--- src/rtl/cdma_pkg.sv ---
package cdma_pkg;

  // Bit positions inside the descriptor count/flags word.
  localparam int unsigned FLG_EOX  = 31;
  localparam int unsigned FLG_EOP  = 30;
  localparam int unsigned FLG_XIE  = 29;
  localparam int unsigned FLG_SENT = 15;

  typedef enum logic [2:0] {
    ST_IDLE,
    ST_GET_BUF,
    ST_GET_CNT,
    ST_GET_NXT,
    ST_DATA_RD,
    ST_DATA_TX,
    ST_WRBACK,
    ST_DESC_END
  } cdma_state_e;

endpackage

--- src/rtl/cdma_unpack.sv ---
module cdma_unpack #(
  parameter int unsigned DW = 32
) (
  input  logic                          clk,
  input  logic                          rst_n,
  input  logic                          flush,
  input  logic                          load,
  input  logic [DW-1:0]                 word,
  input  logic [$clog2(DW/8+1)-1:0]     nbytes,
  input  logic                          eop,
  input  logic                          little,
  output logic                          busy,
  output logic                          tx_valid,
  input  logic                          tx_ready,
  output logic [7:0]                    tx_data,
  output logic                          tx_last
);

  localparam int unsigned NBW = $clog2(DW/8 + 1);

  logic [DW-1:0]  word_q, word_d;
  logic [NBW-1:0] left_q, left_d;
  logic           eop_q, eop_d;
  logic           little_q, little_d;
  logic           advance;

  assign tx_valid = (left_q != '0);
  assign busy     = tx_valid;
  assign tx_data  = little_q ? word_q[7:0] : word_q[DW-1 -: 8];
  assign tx_last  = eop_q && (left_q == NBW'(1));
  assign advance  = tx_valid && tx_ready;

  always_comb begin
    word_d   = word_q;
    left_d   = left_q;
    eop_d    = eop_q;
    little_d = little_q;
    if (flush) begin
      left_d = '0;
      eop_d  = 1'b0;
    end else if (load) begin
      word_d   = word;
      left_d   = nbytes;
      eop_d    = eop;
      little_d = little;
    end else if (advance) begin
      word_d = little_q ? (word_q >> 8) : (word_q << 8);
      left_d = left_q - NBW'(1);
    end
  end

  always_ff @(posedge clk or negedge rst_n) begin
    if (!rst_n) begin
      word_q   <= '0;
      left_q   <= '0;
      eop_q    <= 1'b0;
      little_q <= 1'b0;
    end else begin
      word_q   <= word_d;
      left_q   <= left_d;
      eop_q    <= eop_d;
      little_q <= little_d;
    end
  end

endmodule

--- src/rtl/cdma_seq.sv ---
module cdma_seq
  import cdma_pkg::*;
#(
  parameter int unsigned AW = 32,
  parameter int unsigned DW = 32,
  parameter int unsigned CW = 14
) (
  input  logic                          clk,
  input  logic                          rst_n,
  input  logic                          start,
  input  logic [AW-1:0]                 first_desc,
  input  logic                          abort,
  output logic                          mem_req,
  output logic                          mem_we,
  output logic [AW-1:0]                 mem_addr,
  output logic [DW-1:0]                 mem_wdata,
  input  logic                          mem_ack,
  input  logic [DW-1:0]                 mem_rdata,
  output logic                          unp_load,
  output logic [$clog2(DW/8+1)-1:0]     unp_nbytes,
  output logic                          unp_eop,
  input  logic                          unp_busy,
  output logic                          desc_done,
  output logic                          desc_xie,
  output logic                          eox_fetched,
  output logic                          active
);

  localparam int unsigned BPW = DW / 8;
  localparam int unsigned NBW = $clog2(BPW + 1);
  localparam logic [AW-1:0] OFS_CNT    = AW'(BPW);
  localparam logic [AW-1:0] OFS_NXT    = AW'(2 * BPW);
  localparam logic [AW-1:0] ALIGN_MASK = ~AW'(BPW - 1);
  localparam logic [DW-1:0] SENT_MASK  = DW'(1) << FLG_SENT;

  cdma_state_e    state_q, state_d;
  logic [AW-1:0]  desc_q, desc_d;
  logic [AW-1:0]  nxt_q, nxt_d;
  logic [AW-1:0]  buf_q, buf_d;
  logic [DW-1:0]  cntw_q, cntw_d;
  logic [CW-1:0]  rem_q, rem_d;
  logic [NBW-1:0] chunk;

  // Where to go once the descriptor words are in, or a data word is drained.
  function automatic cdma_state_e body_state(input logic zero, input logic eop);
    if (!zero)     return ST_DATA_RD;
    else if (eop)  return ST_WRBACK;
    else           return ST_DESC_END;
  endfunction

  assign chunk      = (rem_q >= CW'(BPW)) ? NBW'(BPW) : rem_q[NBW-1:0];
  assign unp_nbytes = chunk;
  assign unp_eop    = cntw_q[FLG_EOP] && (rem_q <= CW'(BPW));
  assign desc_xie   = cntw_q[FLG_XIE];
  assign active     = (state_q != ST_IDLE);
  assign mem_wdata  = cntw_q | SENT_MASK;

  always_comb begin
    state_d     = state_q;
    desc_d      = desc_q;
    nxt_d       = nxt_q;
    buf_d       = buf_q;
    cntw_d      = cntw_q;
    rem_d       = rem_q;
    mem_req     = 1'b0;
    mem_we      = 1'b0;
    mem_addr    = desc_q;
    unp_load    = 1'b0;
    desc_done   = 1'b0;
    eox_fetched = 1'b0;
    unique case (state_q)
      ST_IDLE: begin
        if (start) begin
          desc_d  = first_desc;
          state_d = ST_GET_BUF;
        end
      end
      ST_GET_BUF: begin
        mem_req  = 1'b1;
        mem_addr = desc_q;
        if (mem_ack) begin
          buf_d   = mem_rdata[AW-1:0] & ALIGN_MASK;
          state_d = ST_GET_CNT;
        end
      end
      ST_GET_CNT: begin
        mem_req  = 1'b1;
        mem_addr = desc_q + OFS_CNT;
        if (mem_ack) begin
          cntw_d = mem_rdata;
          rem_d  = mem_rdata[CW-1:0];
          if (mem_rdata[FLG_EOX]) begin
            eox_fetched = 1'b1;
            state_d     = body_state(mem_rdata[CW-1:0] == '0, mem_rdata[FLG_EOP]);
          end else begin
            state_d = ST_GET_NXT;
          end
        end
      end
      ST_GET_NXT: begin
        mem_req  = 1'b1;
        mem_addr = desc_q + OFS_NXT;
        if (mem_ack) begin
          nxt_d   = mem_rdata[AW-1:0];
          state_d = body_state(rem_q == '0, cntw_q[FLG_EOP]);
        end
      end
      ST_DATA_RD: begin
        mem_req  = 1'b1;
        mem_addr = buf_q;
        if (mem_ack) begin
          unp_load = 1'b1;
          rem_d    = rem_q - CW'(chunk);
          buf_d    = buf_q + OFS_CNT;
          state_d  = ST_DATA_TX;
        end
      end
      ST_DATA_TX: begin
        if (!unp_busy) begin
          state_d = body_state(rem_q == '0, cntw_q[FLG_EOP]);
        end
      end
      ST_WRBACK: begin
        mem_req  = 1'b1;
        mem_we   = 1'b1;
        mem_addr = desc_q + OFS_CNT;
        if (mem_ack) begin
          state_d = ST_DESC_END;
        end
      end
      ST_DESC_END: begin
        desc_done = 1'b1;
        if (cntw_q[FLG_EOX]) begin
          state_d = ST_IDLE;
        end else begin
          desc_d  = nxt_q;
          state_d = ST_GET_BUF;
        end
      end
      default: state_d = ST_IDLE;
    endcase
    if (abort) begin
      state_d     = ST_IDLE;
      unp_load    = 1'b0;
      desc_done   = 1'b0;
      eox_fetched = 1'b0;
    end
  end

  always_ff @(posedge clk or negedge rst_n) begin
    if (!rst_n) begin
      state_q <= ST_IDLE;
      desc_q  <= '0;
      nxt_q   <= '0;
      buf_q   <= '0;
      cntw_q  <= '0;
      rem_q   <= '0;
    end else begin
      state_q <= state_d;
      desc_q  <= desc_d;
      nxt_q   <= nxt_d;
      buf_q   <= buf_d;
      cntw_q  <= cntw_d;
      rem_q   <= rem_d;
    end
  end

endmodule

--- src/rtl/cdma_status.sv ---
module cdma_status (
  input  logic clk,
  input  logic rst_n,
  input  logic start_acc,
  input  logic abort,
  input  logic irq_clr,
  input  logic desc_done,
  input  logic desc_xie,
  input  logic eox_fetched,
  output logic irq,
  output logic eox_seen
);

  logic irq_d, irq_en;
  logic eox_d, eox_en;

  always_comb begin
    irq_en = abort || (desc_done && desc_xie) || irq_clr;
    if (abort)                       irq_d = 1'b0;
    else if (desc_done && desc_xie)  irq_d = 1'b1;
    else                             irq_d = 1'b0;

    eox_en = abort || start_acc || eox_fetched;
    eox_d  = !(abort || start_acc);
  end

  always_ff @(posedge clk or negedge rst_n) begin
    if (!rst_n) begin
      irq      <= 1'b0;
      eox_seen <= 1'b0;
    end else begin
      if (irq_en) irq      <= irq_d;
      if (eox_en) eox_seen <= eox_d;
    end
  end

endmodule

--- src/rtl/cdma_tx_engine.sv ---
module cdma_tx_engine
  import cdma_pkg::*;
#(
  parameter int unsigned AW = 32,
  parameter int unsigned DW = 32,
  parameter int unsigned CW = 14
) (
  input  logic          clk,
  input  logic          rst_n,
  input  logic          cfg_start,
  input  logic [AW-1:0] cfg_first_desc,
  input  logic          cfg_little,
  input  logic          cfg_abort,
  input  logic          cfg_irq_clr,
  output logic          sts_active,
  output logic          sts_irq,
  output logic          sts_eox_seen,
  output logic          mem_req,
  output logic          mem_we,
  output logic [AW-1:0] mem_addr,
  output logic [DW-1:0] mem_wdata,
  input  logic          mem_ack,
  input  logic [DW-1:0] mem_rdata,
  output logic          tx_valid,
  input  logic          tx_ready,
  output logic [7:0]    tx_data,
  output logic          tx_last
);

  localparam int unsigned NBW = $clog2(DW/8 + 1);

  logic           rst_meta, rst_n_int;
  logic           unp_load, unp_eop, unp_busy;
  logic [NBW-1:0] unp_nbytes;
  logic           desc_done, desc_xie, eox_fetched;
  logic           start_acc;

  // Asynchronous assert, synchronous release.
  always_ff @(posedge clk or negedge rst_n) begin
    if (!rst_n) begin
      rst_meta  <= 1'b0;
      rst_n_int <= 1'b0;
    end else begin
      rst_meta  <= 1'b1;
      rst_n_int <= rst_meta;
    end
  end

  assign start_acc = cfg_start && !sts_active;

  cdma_seq #(.AW(AW), .DW(DW), .CW(CW)) u_seq (
    .clk         (clk),
    .rst_n       (rst_n_int),
    .start       (cfg_start),
    .first_desc  (cfg_first_desc),
    .abort       (cfg_abort),
    .mem_req     (mem_req),
    .mem_we      (mem_we),
    .mem_addr    (mem_addr),
    .mem_wdata   (mem_wdata),
    .mem_ack     (mem_ack),
    .mem_rdata   (mem_rdata),
    .unp_load    (unp_load),
    .unp_nbytes  (unp_nbytes),
    .unp_eop     (unp_eop),
    .unp_busy    (unp_busy),
    .desc_done   (desc_done),
    .desc_xie    (desc_xie),
    .eox_fetched (eox_fetched),
    .active      (sts_active)
  );

  cdma_unpack #(.DW(DW)) u_unpack (
    .clk      (clk),
    .rst_n    (rst_n_int),
    .flush    (cfg_abort),
    .load     (unp_load),
    .word     (mem_rdata),
    .nbytes   (unp_nbytes),
    .eop      (unp_eop),
    .little   (cfg_little),
    .busy     (unp_busy),
    .tx_valid (tx_valid),
    .tx_ready (tx_ready),
    .tx_data  (tx_data),
    .tx_last  (tx_last)
  );

  cdma_status u_status (
    .clk         (clk),
    .rst_n       (rst_n_int),
    .start_acc   (start_acc),
    .abort       (cfg_abort),
    .irq_clr     (cfg_irq_clr),
    .desc_done   (desc_done),
    .desc_xie    (desc_xie),
    .eox_fetched (eox_fetched),
    .irq         (sts_irq),
    .eox_seen    (sts_eox_seen)
  );

endmodule

--- config.mk ---
export PLATFORM = sky130hd
export DESIGN_NAME = cdma_tx_engine
export DESIGN_NICKNAME = d
export VERILOG_FILES = /design/src/rtl/cdma_pkg.sv /design/src/rtl/cdma_unpack.sv /design/src/rtl/cdma_seq.sv /design/src/rtl/cdma_status.sv /design/src/rtl/cdma_tx_engine.sv
export SDC_FILE = /design/constraint.sdc
export NUM_CORES = 1
export LEC_CHECK = 0
export BUFFER_PORTS_ARGS = -buffer_cell sky130_fd_sc_hd__buf_2
export CORE_AREA = 2 2 139 154
export DETAILED_ROUTE_END_ITERATION = 16
export DIE_AREA = 0 0 141 156
export GPL_ROUTABILITY_DRIVEN = 0
export PLACE_DENSITY = 0.77
export SYNTH_ARGS = -nofsm -noshare
export SYNTH_HDL_FRONTEND = slang
export SYNTH_SLANG_ARGS = --single-unit
export TNS_END_PERCENT = 30
--- constraint.sdc ---
create_clock -name clk -period 5.15 [get_ports clk]
set_input_delay 0.2575 -clock clk [delete_from_list [all_inputs] [get_ports clk]]
set_output_delay 0.2575 -clock clk [all_outputs]
set_load 0.01 [all_outputs]
==> run metrics <==
area taken by multi-input logic gates=0.005473 mm2; cells taking the most area after synthesis=dfrtp_1 44%, nand2_1 9.5%, o21ai_0 6.8%; power share of the clock group=19.4%; fillers=1806; Max stage delay on crit path=0.95 ns; initial antenna violation count=0; port bufs=149; final hold vios=0; FF-to-FF setup slack=2.01 ns; final worst clock skew=0.009498 ns; layout cells sized above 1=18.91%; worst slew pin tran=1.102 ns; dpl cells=1566; Area Overhead vs Synth=13.98%; min cycle time layout=3.512 ns; peak supply drop=0.2977 mV; drt pass-1 iters=6; first-pass GRT wire length=51590 um; Final Max Tran Viols=0; Flop pwr share=41.9%; worst rel slew slack=26.32%; Hold Path Class=in2reg; Seq cells post-synth=183; r2r endpoint=u_unpack.word_q[0]$_DFFE_PN0P_; # setup viols final=0; GR Overflow Total=0; final cell count without fillers=1600; Post-DRT Antenna Nets=0; First DRT Iteration DRCs=1182; # IOs=151; Worst Path Buf+Inv=2; top-area cell type share of the netlist area=43.92%; DRC errors left=0; final net count=1409; R2R cell count=6; synthesized area per cell=8.443 um2; arrival time at the worst endpoint=3.25 ns; hold endpoint=u_status.eox_seen$_DFFE_PN0P_; LEAKAGE=5.274 nW; Register Area=0.004583 mm2; Gate Count Post-Synth=1235; startpoint types=register; maximum clock path buffer count=2; P per Cell Area=567.6 mW/mm2; Clk Latency, worst-skew pair=0.44 ns; asr flop ratio synth=100.0%; Ys Warns=0; core box area=0.02044 mm2; Die X=141 um; Yosys cell types=62; synthesized area=0.01043 mm2; RSZ-0062 raised after global routing=false; via/cell ratio=6.301; Routed WL per cell=20.89 um; Comb power frac=38.7%; Setup Fix Bufs, Post-CTS=0; root buffer cell=clkbuf_16; TritonCTS clock tree=built; final worst-path cycle share=68.19%; Crit-path slowest cell=dfrtp_1; maximum fanout along the worst path=30; setup TNS=0 ns; die span in y=156 um; vias in the first global route=9184; Clock H-tree levels=4; post-synth top area cell=dfrtp_1; largest net degree at the start of global routing=182; Worst EP required=4.89 ns; CP endpoint kind=primary output; maxcap violations=0; P_sw=2.938 mW; P_int=3.808 mW; Critical path origin=u_seq.state_q[1]$_DFFE_PN0P_; outcome=complete, no violations; Util after Layout=58.15%; crit-path cells=buf_4 -> a21bo_2 -> nor2_1 -> nand2_1 -> o311ai_0 -> buf_2; R2R Path Start=u_seq.state_q[2]$_DFFE_PN0P_; family with the most delay on the worst path=flip-flops; most frequent cell after synthesis=nand2_1; sequential area share after synthesis=43.92%; Sw Share=43.55%; worst hold start=cfg_start; Clock transition at path regs=0.08 ns; gr usage total=30.42%; Setup CP Type=reg2out; fmax=284.8 MHz; Initial Utilization=51.02%; final WL=33430 um; Hold Path Depth=2; die area=0.02200 mm2; Post-DP HPWL=23380 um; Post-synth EDFFs=0; CTS buffer count=17; Synth top cells by count=265 x nand2_1, 183 x dfrtp_1, 142 x o21ai_0; routed via count=10080; Post-synth top flop=dfrtp_1; CTS sink count=183; Core Rows=55
flip-flops by register name, indices dropped and copies added, names as in the netlist, 3 cells and up:
signal           cells
u_seq.desc_q        32
u_seq.nxt_q         32
u_unpack.word_q     32
u_seq.cntw_q        31
u_seq.buf_q         30
u_seq.rem_q         14
u_seq.state_q        3
u_unpack.left_q      3
kinds of logic after synthesis:
kind of cell             Yosys count  share of synthesized area (%)
AO/OA/AOI/OAI                    340                          19.65
XOR/XNOR                          10                         0.8400
adder cells (fa/ha/maj)            7                         0.8399
buffers and inverters            106                          3.936
flip-flops                       183                          43.92
multiplexers                      92                          9.323
other                              2                        0.07202
AND/OR/NAND/NOR                  495                          21.42
worst max-delay path by stage:
stage	endpoint	slack, ns	depth (start not counted)
3_5_place_dp	u_unpack.word_q[24]$_DFFE_PN0P_	2.05	8
6_report	mem_addr[17]	1.64	6
4_1_cts	mem_addr[17]	1.78	6
2_1_floorplan	u_seq.buf_q[10]$_DFFE_PN0P_	2.13	0
5_1_grt	mem_addr[18]	1.55	5
3_3_place_gp	u_unpack.word_q[26]$_DFFE_PN0P_	2.11	8
timing repair:
action                                  in CTS  in global routing
resized for setup                            0                  0
endpoints found under the setup margin       0                  0
hold buffers                                 1                  0
hold endpoints to repair                     2                  0
cell usage in the layout, fill, tap and decap left out, types with 16 or more instances in the layout:
cell and count:
o21ai_0 142, inv_1 19, nor2_1 76, a22oi_1 16, mux2_2 41, clkbuf_16 17
nand4_1 22, buf_2 149, nand3_1 38, a21oi_1 71, o22ai_1 16, nand2_1 265
mux2i_1 51, nor3_1 20, dfrtp_1 182
layer usage:
metal	part of all wire (%)	vias up	track usage, %	wire length (um)
met4	3.3	0	10.00	1098
met3	9.7	93	6.323	3235
li1	-	4607	-	-
met2	46	614	48.71	15540
met5	0	-	0	0
met1	41	4767	41.60	13560
power groups by stage:
stage / clock (mW) / combinational (mW) / sequential (mW)
2_1_floorplan: 0 / 1.87 / 2.52
3_3_place_gp: 0 / 2.50 / 2.78
3_5_place_dp: 0 / 2.57 / 2.81
4_1_cts: 1.31 / 2.58 / 2.79
5_1_grt: 1.38 / 2.90 / 2.90
6_report: 1.31 / 2.61 / 2.83
final cells by class:
type | instances | area share [%]
antenna | 1 | 0.02105
inverter | 19 | 0.6001
sequential | 183 | 38.56
multi-input combinational | 947 | 46.05
timing repair buffer | 162 | 7.222
clock inverter | 14 | 1.158
clock buffer | 18 | 3.695
tap | 256 | 2.695
stage by stage:
stage               hold WS [ns]  instance area (um2)  setup slack (ns)  total power, mW
floorplan               -0.03809                10430             2.130            4.392
global placement         0.04232                11300             2.114            5.283
detailed placement       0.04755                11300             2.048            5.378
CTS                      0.04837                11880             1.776            6.682
global route             0.04471                11880             1.548            7.182
finish                   0.05437                11890             1.638            6.746
Note: power is estimated with default switching activity, not from simulation.
